--- src/rtl/comscan_pkg.sv ---
package comscan_pkg;

  typedef enum logic [1:0] {
    LVL_V1 = 2'b00,
    LVL_V2 = 2'b01,
    LVL_V3 = 2'b10,
    LVL_V4 = 2'b11
  } drvLevel_t;

  localparam int LVL_W = 2;

  typedef struct packed {
    logic shiftEn;
    logic towardLow;
    logic serIn;
    logic blank;
    logic phase;
  } scanCtl_t;

endpackage

--- src/rtl/comscan_ctrl.sv ---
module comscan_ctrl
  import comscan_pkg::*;
(
  input  logic     clk,
  input  logic     shiftClk,
  input  logic     scanRev,
  input  logic     acPhase,
  input  logic     blankN,
  input  logic     leftIn,
  input  logic     rightIn,
  output scanCtl_t ctl,
  output logic     leftOe,
  output logic     rightOe
);

  logic shClkQ;

  always_ff @(posedge clk) begin
    shClkQ <= shiftClk;
  end

  always_comb begin
    ctl.shiftEn   = shClkQ & ~shiftClk;
    ctl.towardLow = scanRev;
    ctl.serIn     = scanRev ? rightIn : leftIn;
    ctl.blank     = ~blankN;
    ctl.phase     = acPhase;
  end

  assign leftOe  = scanRev;
  assign rightOe = ~scanRev;

endmodule

--- src/rtl/comscan_path.sv ---
module comscan_path
  import comscan_pkg::*;
#(
  parameter int LINES = 80
) (
  input  logic                   clk,
  input  logic                   rst,
  input  scanCtl_t               ctl,
  output logic [LINES-1:0]       lineSel,
  output logic [LVL_W*LINES-1:0] lineLevel
);

  logic [LINES-1:0] selQ;

  always_ff @(posedge clk) begin
    if (rst) begin
      selQ <= '0;
    end else if (ctl.shiftEn) begin
      if (ctl.towardLow) selQ <= {ctl.serIn, selQ[LINES-1:1]};
      else               selQ <= {selQ[LINES-2:0], ctl.serIn};
    end
  end

  for (genvar i = 0; i < LINES; i++) begin : g_line
    drvLevel_t lvl;
    always_comb begin
      if (ctl.blank)        lvl = LVL_V1;
      else if (ctl.phase)   lvl = selQ[i] ? LVL_V1 : LVL_V4;
      else                  lvl = selQ[i] ? LVL_V2 : LVL_V3;
    end
    assign lineLevel[LVL_W*i +: LVL_W] = lvl;
  end

  assign lineSel = selQ;

endmodule

--- src/rtl/comscan_top.sv ---
module comscan_top
  import comscan_pkg::*;
#(
  parameter int LINES = 80
) (
  input  logic                   clk,
  input  logic                   rst,
  input  logic                   shiftClk,
  input  logic                   scanRev,
  input  logic                   acPhase,
  input  logic                   blankN,
  input  logic                   leftIn,
  output logic                   leftOut,
  output logic                   leftOe,
  input  logic                   rightIn,
  output logic                   rightOut,
  output logic                   rightOe,
  output logic [LVL_W*LINES-1:0] lineLevel
);

  scanCtl_t         ctl;
  logic [LINES-1:0] lineSel;

  comscan_ctrl u_ctrl (
    .clk(clk), .shiftClk(shiftClk), .scanRev(scanRev), .acPhase(acPhase),
    .blankN(blankN), .leftIn(leftIn), .rightIn(rightIn), .ctl(ctl),
    .leftOe(leftOe), .rightOe(rightOe)
  );

  comscan_path #(.LINES(LINES)) u_path (
    .clk(clk), .rst(rst), .ctl(ctl), .lineSel(lineSel), .lineLevel(lineLevel)
  );

  assign leftOut  = leftOe  & lineSel[0];
  assign rightOut = rightOe & lineSel[LINES-1];

endmodule

--- config.mk ---
export PLATFORM = sky130hd
export DESIGN_NAME = comscan_top
export DESIGN_NICKNAME = d
export VERILOG_FILES = /design/src/rtl/comscan_pkg.sv /design/src/rtl/comscan_ctrl.sv /design/src/rtl/comscan_path.sv /design/src/rtl/comscan_top.sv
export SDC_FILE = /design/constraint.sdc
export NUM_CORES = 1
export LEC_CHECK = 0
export CAP_MARGIN = 15
export CORE_UTILIZATION = 30
export CTS_CLUSTER_DIAMETER = 100
export DETAILED_ROUTE_END_ITERATION = 16
export DONT_BUFFER_PORTS = 1
export PLACE_DENSITY_LB_ADDON = 0.3
export SLEW_MARGIN = 20
export SYNTH_ARGS = -nofsm -noshare
export SYNTH_HDL_FRONTEND = slang
export SYNTH_SLANG_ARGS = --single-unit
--- constraint.sdc ---
create_clock -name clk -period 3.1 [get_ports clk]
set_input_delay 0.155 -clock clk [delete_from_list [all_inputs] [get_ports clk]]
set_output_delay 0.155 -clock clk [all_outputs]
set_load 0.02 [all_outputs]
==> impl_metrics.json <==
{
  "status": "finished clean",
  "drive_above_1_share_pct": 6.71,
  "wire_per_inst_um": 14.1,
  "clk_path_buf_depth": 2,
  "finClkSkew_ps": 6.95,
  "power.density_nw_per_um2": 402,
  "intPower_mw": 2.08,
  "synth.mux.area_fraction_pct": 11.0,
  "p_sw_mw": 1.00,
  "cts_hold_buf": 2,
  "fin_cells": 1064,
  "hp-class": "in -> reg",
  "place_inst": 1048,
  "pwr-share-seq_pct": 38.2,
  "ant_nets": 0,
  "critPathLaunch": "acPhase",
  "antennaDiodeCount": 0,
  "insertion_delay_ps": 340,
  "grt_max_degree": 161,
  "fp.dieW_um": 158,
  "drt-vias-per-instance": 4.65,
  "portBuffers": 0,
  "comb_power_share_pct": 25.9,
  "yosysTopAreaCellShare_pct": 27.5,
  "syn_avg_cell_area_sq_um": 9.32,
  "crit_required_ps": 2940,
  "max-vdd-ir-drop_uv": 136,
  "max-slew-margin-rel_pct": 39.6,
  "track_usage_pct": 11.8,
  "hold_start": "rightIn",
  "setup-tns-final_ps": 0,
  "yosys_warnings": 0,
  "yosysMostFrequentCell": "ha_1",
  "yosys.area_share.xor_xnor_pct": 0,
  "min_to": "u_path.lineSel[79]$_SDFFE_PP0P_",
  "synth_top_family_by_area": "adder cells",
  "drc": 0,
  "cp-start-kind": "input port",
  "worstSetupPathType": "in -> out",
  "power_mw": 3.08,
  "start_util_pct": 30.8,
  "syn_nets": 948,
  "period_needed_ps": 2010,
  "synth_adder_area_share_pct": 27.5,
  "fin_crit_sh_pct": 64.8,
  "reg2reg_depth": 4,
  "seq_area_sq_um": 1620,
  "synth_edf_count": 0,
  "worst_setup_path_end_kind": "output port",
  "rows": 56,
  "synth_commonest_cells": "ha_1, inv_1, nor2_1",
  "ys_seq_area_share_pct": 22.3,
  "synth.top_cells.by_area": "ha_1, dfxtp_1, mux2i_1, o21a_1, and2_1",
  "cts-root-buf": "clkbuf_16",
  "r2r_end": "u_path.lineSel[66]$_SDFFE_PP0P_",
  "syn_inst": 780,
  "p_clk_share_pct": 35.9,
  "async_flop_share_pct": 0,
  "hold_violations": 0,
  "clock_sinks": 81,
  "p_sw_share_pct": 32.5,
  "cts_tree": "done",
  "cts.reportedPaths.clkPinSlew_ps": 60,
  "multi_input_area_sq_um": 4990,
  "post_cts_resized": 0,
  "post_cts_buffers": 0,
  "timing.rr.start": "u_ctrl.shClkQ$_DFF_P_",
  "crit_arrival_ps": 1850,
  "setup_viol": 0,
  "layout_setup_ws_ps": 1090,
  "yosys_most_used_dff": "dfxtp_1",
  "vias": 4952,
  "rsz0062_at_grt": "no",
  "nets": 910,
  "p_leak_nw": 3.13,
  "grt_pass1_vias": 4491,
  "drtIter0Drc": 274,
  "fmax_mhz": 498,
  "htree_levels": 3,
  "dpl_worst_slack_ps": 1060,
  "gp_congestion": 0.685,
  "synth.distinct_cells": 15,
  "worst_pin_slew_ps": 906,
  "whs_path_depth": 2,
  "yosysTopAreaCell": "ha_1",
  "synth_compound_area_share_pct": 18.7,
  "ios": 172,
  "syn_to_final_growth_pct": 5.54,
  "fillers": 2495,
  "dr.pass1.iters": 4,
  "grt_antenna_before_repair": 0,
  "grt-ovfl-total": 0,
  "netlist_area_sq_um": 7270,
  "ys_seq_elements": 81,
  "synthSimpleGateAreaFrac_pct": 11.3,
  "path_max_fanout": 81,
  "dieArea_sq_um": 24900,
  "cts_buffers": 9,
  "cap_violations": 0,
  "core_sq_um": 23600,
  "r2r_slack_ps": 1500,
  "wirelength_um": 15000,
  "drv_slew": 0,
  "grt_pass1_wl_um": 23600,
  "dpl.hpwl_um": 9740,
  "die_height_um": 158
}
==> cells in the final DEF (no fill, tap or decap), drive strengths merged <==
master / n
nor2: 82
and2: 80
clkinv: 1
nor2b: 1
inv: 81
o21a: 80
a211oi: 80
dfxtp: 81
ha: 160
mux2i: 80
buf: 4
clkinvlp: 1
clkbuf: 11
bufinv: 2
dlygate4sd3: 1
==> critical path: stages <==
cell and delay (ps):
clkinv_2 470, buf_4 530, ha_1 380, and2_1 230
==> worst max-delay path by stage <==
| stage | endpoint | slack (ps) | cells past startpoint |
|---|---|---|---|
| finish | lineLevel[56] | 1090 | 4 |
| CTS | lineLevel[156] | 1060 | 4 |
| floorplan | lineLevel[0] | 710 | 3 |
| global placement | lineLevel[58] | 1050 | 4 |
| global route | lineLevel[56] | 980 | 4 |
| detailed placement | lineLevel[156] | 1060 | 4 |
==> metrics by stage <==
stage / utilization [%] / instance area [sq um] / hold WS [ps]
2_1_floorplan: - / 7270 / 183
3_3_place_gp: 31.1 / 7340 / 183
3_5_place_dp: 31.1 / 7340 / 183
4_1_cts: 32.5 / 7680 / 57.1
5_1_grt: 32.5 / 7680 / 68.1
6_report: 32.5 / 7680 / 76.3
==> layer usage <==
layer,vias up,global-route usage (%),part of all wire [%]
met1,2309,14.8,48
met5,-,0,0
met3,10,2.19,3.7
met2,79,19.9,47
met4,0,4.44,1.4
li1,2554,-,-
==> state kept, by name (all words and copies together) (netlist names) <==
| name | count |
|---|---|
| u_ctrl.shClkQ | 1 |
| u_path.lineSel | 80 |
==> area by class of cell <==
type	instances	area share, %
multi-input cells	563	65.0
flip-flops and latches	81	21.1
well taps	319	5.20
inverters	82	4.03
clock buffers	11	3.03
clock inverters	3	0.880
repair buffers	5	0.782
==> logic make-up (layout without fill, tap and decap cells) <==
group / count (synthesis) / in the layout
buffers and inverters: 136 / 101
AND/OR/NAND/NOR: 163 / 163
multiplexers: 80 / 80
AO/OA/AOI/OAI: 160 / 160
flip-flops: 81 / 81
adder cells (fa/ha/maj): 160 / 160
==> power by group through the flow <==
stage / Sequential (mW) / Clock (mW) / Combinational [mW]
after detailed placement: 1.20 / 0 / 0.784
after CTS: 1.18 / 1.15 / 0.816
after global routing: 1.19 / 1.19 / 0.899
after global placement: 1.20 / 0 / 0.772
after floorplan: 1.18 / 0 / 0.770
final: 1.18 / 1.11 / 0.799
(Power assumes the default switching activity.)
